### config.mk
export PLATFORM = sky130hd
export DESIGN_NAME = irq_entry_ctrl
export DESIGN_NICKNAME = d
export VERILOG_FILES = /design/src/rtl/irq_entry_pkg.sv /design/src/rtl/irq_prio_arb.sv /design/src/rtl/irq_accept_gate.sv /design/src/rtl/irq_entry_regs.sv /design/src/rtl/irq_entry_ctrl.sv
export SDC_FILE = /design/constraint.sdc
export NUM_CORES = 1
export LEC_CHECK = 0
export BUFFER_PORTS_ARGS = -buffer_cell sky130_fd_sc_hd__buf_4
export CORE_ASPECT_RATIO = 0.5
export CORE_MARGIN = 1
export CORE_UTILIZATION = 36
export DETAILED_ROUTE_END_ITERATION = 12
export PLACE_DENSITY = 0.65
export SLEW_MARGIN = 20
export SYNTH_ARGS = -nofsm -noshare
export SYNTH_HDL_FRONTEND = slang
export SYNTH_SLANG_ARGS = --single-unit
### constraint.sdc
create_clock -name clk -period 1.9 [get_ports clk]
set_input_delay 0.38 -clock clk [delete_from_list [all_inputs] [get_ports clk]]
set_output_delay 0.38 -clock clk [all_outputs]
set_load 0.02 [all_outputs]
### src/rtl/irq_entry_pkg.sv
package irq_entry_pkg;
  localparam int LVL_W   = 4;
  localparam int CODE_W  = 12;
  localparam int SR_MD   = 30;
  localparam int SR_RB   = 29;
  localparam int SR_BL   = 28;
  localparam int SR_M_LO = 4;
  localparam int SR_M_HI = SR_M_LO + LVL_W - 1;

  localparam logic [31:0] SR_ENTRY_SET = (32'd1 << SR_MD) | (32'd1 << SR_RB) | (32'd1 << SR_BL);
  localparam logic [31:0] SR_RESET     = (32'd1 << SR_BL) | (32'hF << SR_M_LO);

  localparam logic [CODE_W-1:0] CODE_EXT_BASE = 12'h200;
  localparam logic [CODE_W-1:0] CODE_DBG      = 12'h5E0;
  localparam logic [CODE_W-1:0] CODE_STEP     = 12'h020;

  typedef struct packed {
    logic              vld;
    logic [LVL_W-1:0]  lvl;
    logic [CODE_W-1:0] code;
  } irq_cand_t;
endpackage

### src/rtl/irq_prio_arb.sv
module irq_prio_arb
  import irq_entry_pkg::*;
#(
  parameter int N_PIN = 4,
  parameter int N_PER = 8,
  parameter logic [CODE_W-1:0] PIN_BASE = 12'h600,
  parameter logic [CODE_W-1:0] PER_BASE = 12'h400
) (
  input  logic [LVL_W-1:0]       ext_level_i,
  input  logic                   dbg_req_i,
  input  logic [N_PIN-1:0]       pin_req_i,
  input  logic [N_PIN*LVL_W-1:0] pin_prio_i,
  input  logic [N_PER-1:0]       per_req_i,
  input  logic [N_PER*LVL_W-1:0] per_prio_i,
  output irq_cand_t              win_o
);
  localparam int N_CAND  = 2 + N_PIN + N_PER;
  localparam int PIN_OFS = 2;
  localparam int PER_OFS = 2 + N_PIN;

  irq_cand_t cand [N_CAND];

  // Candidate order is the tie order: debug, external, pins, peripherals.
  assign cand[0] = '{vld: dbg_req_i, lvl: {LVL_W{1'b1}}, code: CODE_DBG};
  assign cand[1] = '{vld: |ext_level_i, lvl: ext_level_i,
                     code: CODE_EXT_BASE + CODE_W'(ext_level_i) * CODE_STEP};

  genvar gi;
  generate
    for (gi = 0; gi < N_PIN; gi++) begin : g_pin
      localparam logic [CODE_W-1:0] PCODE = CODE_W'(PIN_BASE + gi * 32);
      assign cand[PIN_OFS+gi] = '{vld: pin_req_i[gi],
                                  lvl: pin_prio_i[gi*LVL_W +: LVL_W],
                                  code: PCODE};
    end
    for (gi = 0; gi < N_PER; gi++) begin : g_per
      localparam logic [CODE_W-1:0] QCODE = CODE_W'(PER_BASE + gi * 32);
      assign cand[PER_OFS+gi] = '{vld: per_req_i[gi],
                                  lvl: per_prio_i[gi*LVL_W +: LVL_W],
                                  code: QCODE};
    end
  endgenerate

  // Earlier candidates keep the slot unless a later one is strictly higher.
  always_comb begin
    win_o = '0;
    for (int k = 0; k < N_CAND; k++) begin
      if (cand[k].vld && (!win_o.vld || (cand[k].lvl > win_o.lvl))) begin
        win_o = cand[k];
      end
    end
  end
endmodule

### src/rtl/irq_accept_gate.sv
module irq_accept_gate
  import irq_entry_pkg::*;
(
  input  logic      boundary_i,
  input  irq_cand_t win_i,
  input  logic [31:0] sr_i,
  output logic      take_o
);
  logic             blocked;
  logic [LVL_W-1:0] mask;

  always_comb begin
    blocked = sr_i[SR_BL];
    mask    = sr_i[SR_M_HI:SR_M_LO];
    take_o  = boundary_i && win_i.vld && !blocked && (win_i.lvl > mask);
  end
endmodule

### src/rtl/irq_entry_regs.sv
module irq_entry_regs
  import irq_entry_pkg::*;
#(
  parameter logic [31:0] VEC_OFS = 32'h600
) (
  input  logic              clk,
  input  logic              rst_n,
  input  logic              take_i,
  input  logic [CODE_W-1:0] code_i,
  input  logic [31:0]       sr_i,
  input  logic [31:0]       next_pc_i,
  input  logic [31:0]       vbr_i,
  output logic              accept_o,
  output logic              flush_o,
  output logic [31:0]       new_pc_o,
  output logic [31:0]       spc_o,
  output logic [31:0]       ssr_o,
  output logic [CODE_W-1:0] intevt_o,
  output logic [CODE_W-1:0] intevt2_o,
  output logic [31:0]       sr_o
);
  logic              acc_q, acc_d;
  logic [31:0]       pc_q, pc_d, spc_q, spc_d, ssr_q, ssr_d, sr_q, sr_d;
  logic [CODE_W-1:0] ev_q, ev_d, ev2_q, ev2_d;

  always_comb begin
    acc_d = take_i;
    pc_d  = pc_q;
    spc_d = spc_q;
    ssr_d = ssr_q;
    sr_d  = sr_q;
    ev_d  = ev_q;
    ev2_d = ev2_q;
    if (take_i) begin
      pc_d  = vbr_i + VEC_OFS;
      spc_d = next_pc_i;
      ssr_d = sr_i;
      sr_d  = sr_i | SR_ENTRY_SET;
      ev_d  = code_i;
      ev2_d = code_i;
    end
  end

  always_ff @(posedge clk or negedge rst_n) begin
    if (!rst_n) begin
      acc_q <= 1'b0;
      pc_q  <= '0;
      spc_q <= '0;
      ssr_q <= '0;
      sr_q  <= SR_RESET;
      ev_q  <= '0;
      ev2_q <= '0;
    end else begin
      acc_q <= acc_d;
      pc_q  <= pc_d;
      spc_q <= spc_d;
      ssr_q <= ssr_d;
      sr_q  <= sr_d;
      ev_q  <= ev_d;
      ev2_q <= ev2_d;
    end
  end

  assign accept_o  = acc_q;
  assign flush_o   = acc_q;
  assign new_pc_o  = pc_q;
  assign spc_o     = spc_q;
  assign ssr_o     = ssr_q;
  assign sr_o      = sr_q;
  assign intevt_o  = ev_q;
  assign intevt2_o = ev2_q;
endmodule

### src/rtl/irq_entry_ctrl.sv
module irq_entry_ctrl
  import irq_entry_pkg::*;
#(
  parameter int N_PIN = 4,
  parameter int N_PER = 8,
  parameter logic [CODE_W-1:0] PIN_BASE = 12'h600,
  parameter logic [CODE_W-1:0] PER_BASE = 12'h400,
  parameter logic [31:0] VEC_OFS = 32'h600
) (
  input  logic                   clk,
  input  logic                   rst_n,
  input  logic                   boundary_i,
  input  logic [LVL_W-1:0]       ext_level_i,
  input  logic [N_PIN-1:0]       pin_req_i,
  input  logic [N_PIN*LVL_W-1:0] pin_prio_i,
  input  logic [N_PER-1:0]       per_req_i,
  input  logic [N_PER*LVL_W-1:0] per_prio_i,
  input  logic                   dbg_req_i,
  input  logic [31:0]            sr_i,
  input  logic [31:0]            next_pc_i,
  input  logic [31:0]            vbr_i,
  output logic                   accept_o,
  output logic                   flush_o,
  output logic [31:0]            new_pc_o,
  output logic [31:0]            spc_o,
  output logic [31:0]            ssr_o,
  output logic [CODE_W-1:0]      intevt_o,
  output logic [CODE_W-1:0]      intevt2_o,
  output logic [31:0]            sr_o
);
  irq_cand_t win;
  logic      take;

  irq_prio_arb #(
    .N_PIN(N_PIN), .N_PER(N_PER), .PIN_BASE(PIN_BASE), .PER_BASE(PER_BASE)
  ) arb_i (
    .ext_level_i(ext_level_i), .dbg_req_i(dbg_req_i),
    .pin_req_i(pin_req_i), .pin_prio_i(pin_prio_i),
    .per_req_i(per_req_i), .per_prio_i(per_prio_i),
    .win_o(win)
  );

  irq_accept_gate gate_i (
    .boundary_i(boundary_i), .win_i(win), .sr_i(sr_i), .take_o(take)
  );

  irq_entry_regs #(.VEC_OFS(VEC_OFS)) regs_i (
    .clk(clk), .rst_n(rst_n), .take_i(take), .code_i(win.code),
    .sr_i(sr_i), .next_pc_i(next_pc_i), .vbr_i(vbr_i),
    .accept_o(accept_o), .flush_o(flush_o), .new_pc_o(new_pc_o),
    .spc_o(spc_o), .ssr_o(ssr_o), .intevt_o(intevt_o),
    .intevt2_o(intevt2_o), .sr_o(sr_o)
  );
endmodule

==> results.json <==
{
  "p_per_area_nw_per_um2": 2460,
  "r2r-start": "regs_i.intevt_o[5]$_DFFE_PN0P_",
  "path_max_fanout": 5,
  "tightest_slew_ns": 0.598,
  "synth_area_sq_um": 7730,
  "r2r_setup_slack_ns": 1.04,
  "switching_share": 0.450,
  "grt_max_degree": 42,
  "globalRouteMet2Util": 0.455,
  "dp_slack_ns": -18.05,
  "drtIter0Drc": 525,
  "fp.dieW_um": 209,
  "critPathMaxStageDelay_ns": 0.40,
  "synthXorXnorAreaFrac": 0.0238,
  "peakVddDrop_uv": 1460,
  "power.switching_uw": 15600,
  "violations": "hold timing, setup timing",
  "grt.met1_usage": 0.307,
  "synth_top_cell_area_share": 0.337,
  "synth_top_area_cell": "dfrtp_1",
  "drt-wirelength-per-cell_um": 17.1,
  "vias_per_cell": 5.10,
  "p_clk_frac": 0.054,
  "avgSynthCellArea_sq_um": 8.24,
  "yosys.area_share.simple": 0.255,
  "maxSlewViolCount": 0,
  "cts_buffer_depth": 2,
  "clk_pin_slew_ns": 0.08,
  "ys_warn_count": 0,
  "clock_skew_ns": 0,
  "gr-total-overflow": 0,
  "final_util": 0.676,
  "dp_hpwl_um": 20900,
  "seq_area_frac_synth": 0.350,
  "maxCapViolations": 0,
  "synth_edf_count": 0,
  "port_buffers": 304,
  "crit_slowest_cell": "or3_4",
  "antenna_found_initial": 0,
  "fill_cells": 1622,
  "ys_ff_latch": 108,
  "grt_pass1_vias": 8902,
  "fmax_ghz": 0.0520,
  "clkLatencyLatePin_ns": 0.35,
  "first_pass_iters": 4,
  "drt_wl_total_um": 30200,
  "dieArea_sq_um": 22100,
  "synth_common_cells": "nand2_1 (287), dfrtp_1 (104), o21ai_0 (55)",
  "synthAdderAreaFrac": 0.0842,
  "use_met3": 0.0250,
  "gp_routability_congestion": 0.924,
  "htreeDepth": 3,
  "slew_headroom": 0.597,
  "grt_pass1_wl_um": 44800,
  "synthMuxAreaShare": 0.0170,
  "comb_power_share": 0.819,
  "n_antenna_cell": 0,
  "die_h_um": 106,
  "grt-busiest-layer": "met2",
  "hold_viol": 3,
  "drive_gt1_frac": 0.578,
  "setup_tns_ns": -1862.35,
  "num_rows": 37,
  "vias": 8995,
  "fin_ws_ns": -17.33,
  "critPathRequiredTime_ns": 2.13,
  "synth_top_family_by_area": "simple AND/OR/NAND/NOR gates",
  "synth_area_leaders": "dfrtp_1 (34%), nand2_1 (14%), ha_1 (8.4%)",
  "critPathLaunchType": "input pin",
  "worst_r2r_path_depth": 1,
  "track_usage": 0.250,
  "final.period_utilization": 10.1,
  "start_util": 0.372,
  "drc_errors": 0,
  "synth_most_common_cell": "nand2_1",
  "numCtsBuffers": 9,
  "syn_inst": 938,
  "power.leakage_uw": 0.00711,
  "arrival_ns": 19.46,
  "clock-root-buffer": "clkbuf_16",
  "crit_top_cell": "a21oi_2",
  "yosys_most_used_dff": "dfrtp_1",
  "cts_tree": "yes",
  "p_int_uw": 19000,
  "drtAntennaViolNets": 0,
  "outcome": "finished, violations left",
  "finalPower_uw": 34500,
  "sequentialPowerShare": 0.127,
  "hold_path.class": "input pin to async pin",
  "end_kind": "flop",
  "ys_async_sr_fraction": 1.00,
  "clock-sinks": 108,
  "period_needed_ns": 19.23,
  "setup_viol": 108,
  "fin_hold_ws_ns": -0.00342,
  "final_nets": 1700,
  "synthDistinctLibCells": 88,
  "setup.worst_path.start": "dbg_req_i",
  "coreArea_sq_um": 20800,
  "grt_setup_unrepaired": "true",
  "synth_compound_area_frac": 0.194,
  "area_delta_synth_final_pct": 81.7,
  "critical_path_class": "input pin to flop",
  "num_io_pins": 318
}
layout make-up:
type | count | area [sq um] | area share
Tap cell | 273 | 342 | 0.0243
Multi-Input combinational cell | 732 | 5620 | 0.400
Clock inverter | 7 | 66.3 | 0.00472
Sequential cell | 108 | 2710 | 0.193
Inverter | 37 | 164 | 0.0117
Clock buffer | 9 | 225 | 0.0160
Timing Repair Buffer | 596 | 4930 | 0.351
cells by family (layout without fill, tap and decap cells):
family	Yosys count	count (layout)
AND/OR/NAND/NOR	429	429
AO/OA/AOI/OAI	205	205
buffers and inverters	109	649
other	2	13
adder cells (fa/ha/maj)	52	52
multiplexers	12	12
XOR/XNOR	21	21
flip-flops	108	108
cell usage in the layout (no fill, tap or decap), types with 5 or more instances in the layout:
| cell | instances |
|---|---|
| a21o_1 | 8 |
| a21oi_1 | 19 |
| a21oi_2 | 14 |
| and2_1 | 5 |
| and2_4 | 5 |
| buf_12 | 15 |
| buf_4 | 557 |
| buf_6 | 9 |
| clkbuf_16 | 17 |
| conb_1 | 13 |
| dfrtp_1 | 104 |
| ha_1 | 31 |
| ha_4 | 19 |
| inv_1 | 31 |
| nand2_1 | 209 |
| nand2_2 | 59 |
| nand2_4 | 19 |
| nand2b_1 | 9 |
| nand3_1 | 8 |
| nand4_1 | 7 |
| nor2_1 | 31 |
| nor2_4 | 5 |
| nor2b_1 | 6 |
| nor2b_4 | 6 |
| nor3_1 | 8 |
| o211ai_1 | 5 |
| o21a_1 | 12 |
| o21ai_0 | 16 |
| o21ai_1 | 19 |
| o21ai_2 | 24 |
| o31a_1 | 6 |
| o31ai_1 | 5 |
| or3_1 | 5 |
| xnor2_1 | 7 |
| xor2_1 | 14 |
per-stage QoR:
| step | hold slack, ns | instance area (sq um) | cells |
|---|---|---|---|
| 3_5_place_dp | 0.395 | 11900 | 1668 |
| 2_1_floorplan | 0.0844 | 8200 | 949 |
| 5_1_grt | 0.0312 | 14000 | 1762 |
| 4_1_cts | 0.0105 | 13100 | 1734 |
| 3_3_place_gp | 0.378 | 11900 | 1668 |
| 6_report | -0.00342 | 14000 | 1762 |
power by group through the flow:
stage	registers (uW)	clock network (uW)	logic, uW
2_1_floorplan	5410	0	11600
3_3_place_gp	4190	0	19600
3_5_place_dp	4220	0	20100
6_report	4370	1860	28300
4_1_cts	4200	1900	23700
5_1_grt	4480	1980	30400
repair_timing:
item	CTS	global route
gates resized for setup	93	176
setup endpoints to repair	108	108
gates cloned	6	11
setup buffers	44	20
hold buffers	0	0
pin swaps	58	123
sequential cells by signal, indices dropped and copies added (netlist names):
signal / cells
regs_i.ssr_o: 32
regs_i.intevt_o: 6
regs_i.accept_o: 1
regs_i.sr_o: 5
regs_i.spc_o: 32
regs_i.new_pc_o: 32
path summary, 6_finish.rpt:
| kind | end |
|---|---|
| max | regs_i.intevt_o[5]$_DFFE_PN0P_ |
| min | regs_i.new_pc_o[6]$_DFFE_PN0P_ |
| max reg2reg | regs_i.intevt_o[5]$_DFFE_PN0P_ |
| min reg2reg | regs_i.sr_o[6]$_DFFE_PN1P_ |
| max in group asynchronous | regs_i.sr_o[5]$_DFFE_PN1P_ |
| min in group clk | regs_i.spc_o[0]$_DFFE_PN0P_ |
per-layer routing:
metal	up-vias	part of all wire
li1	4297	-
met1	4348	0.43
met2	279	0.51
met3	71	0.037
met4	0	0.031
met5	-	0
critical path, delay by kind of cell:
kind / cells / cell delay (ns)
adder cells (fa/ha/maj): 14 / 3.43
AO/OA/AOI/OAI: 57 / 9.47
multiplexers: 5 / 1.33
AND/OR/NAND/NOR: 31 / 4.14
buffers and inverters: 7 / 0.66
No activity file was read; power rests on OpenSTA's default activity.
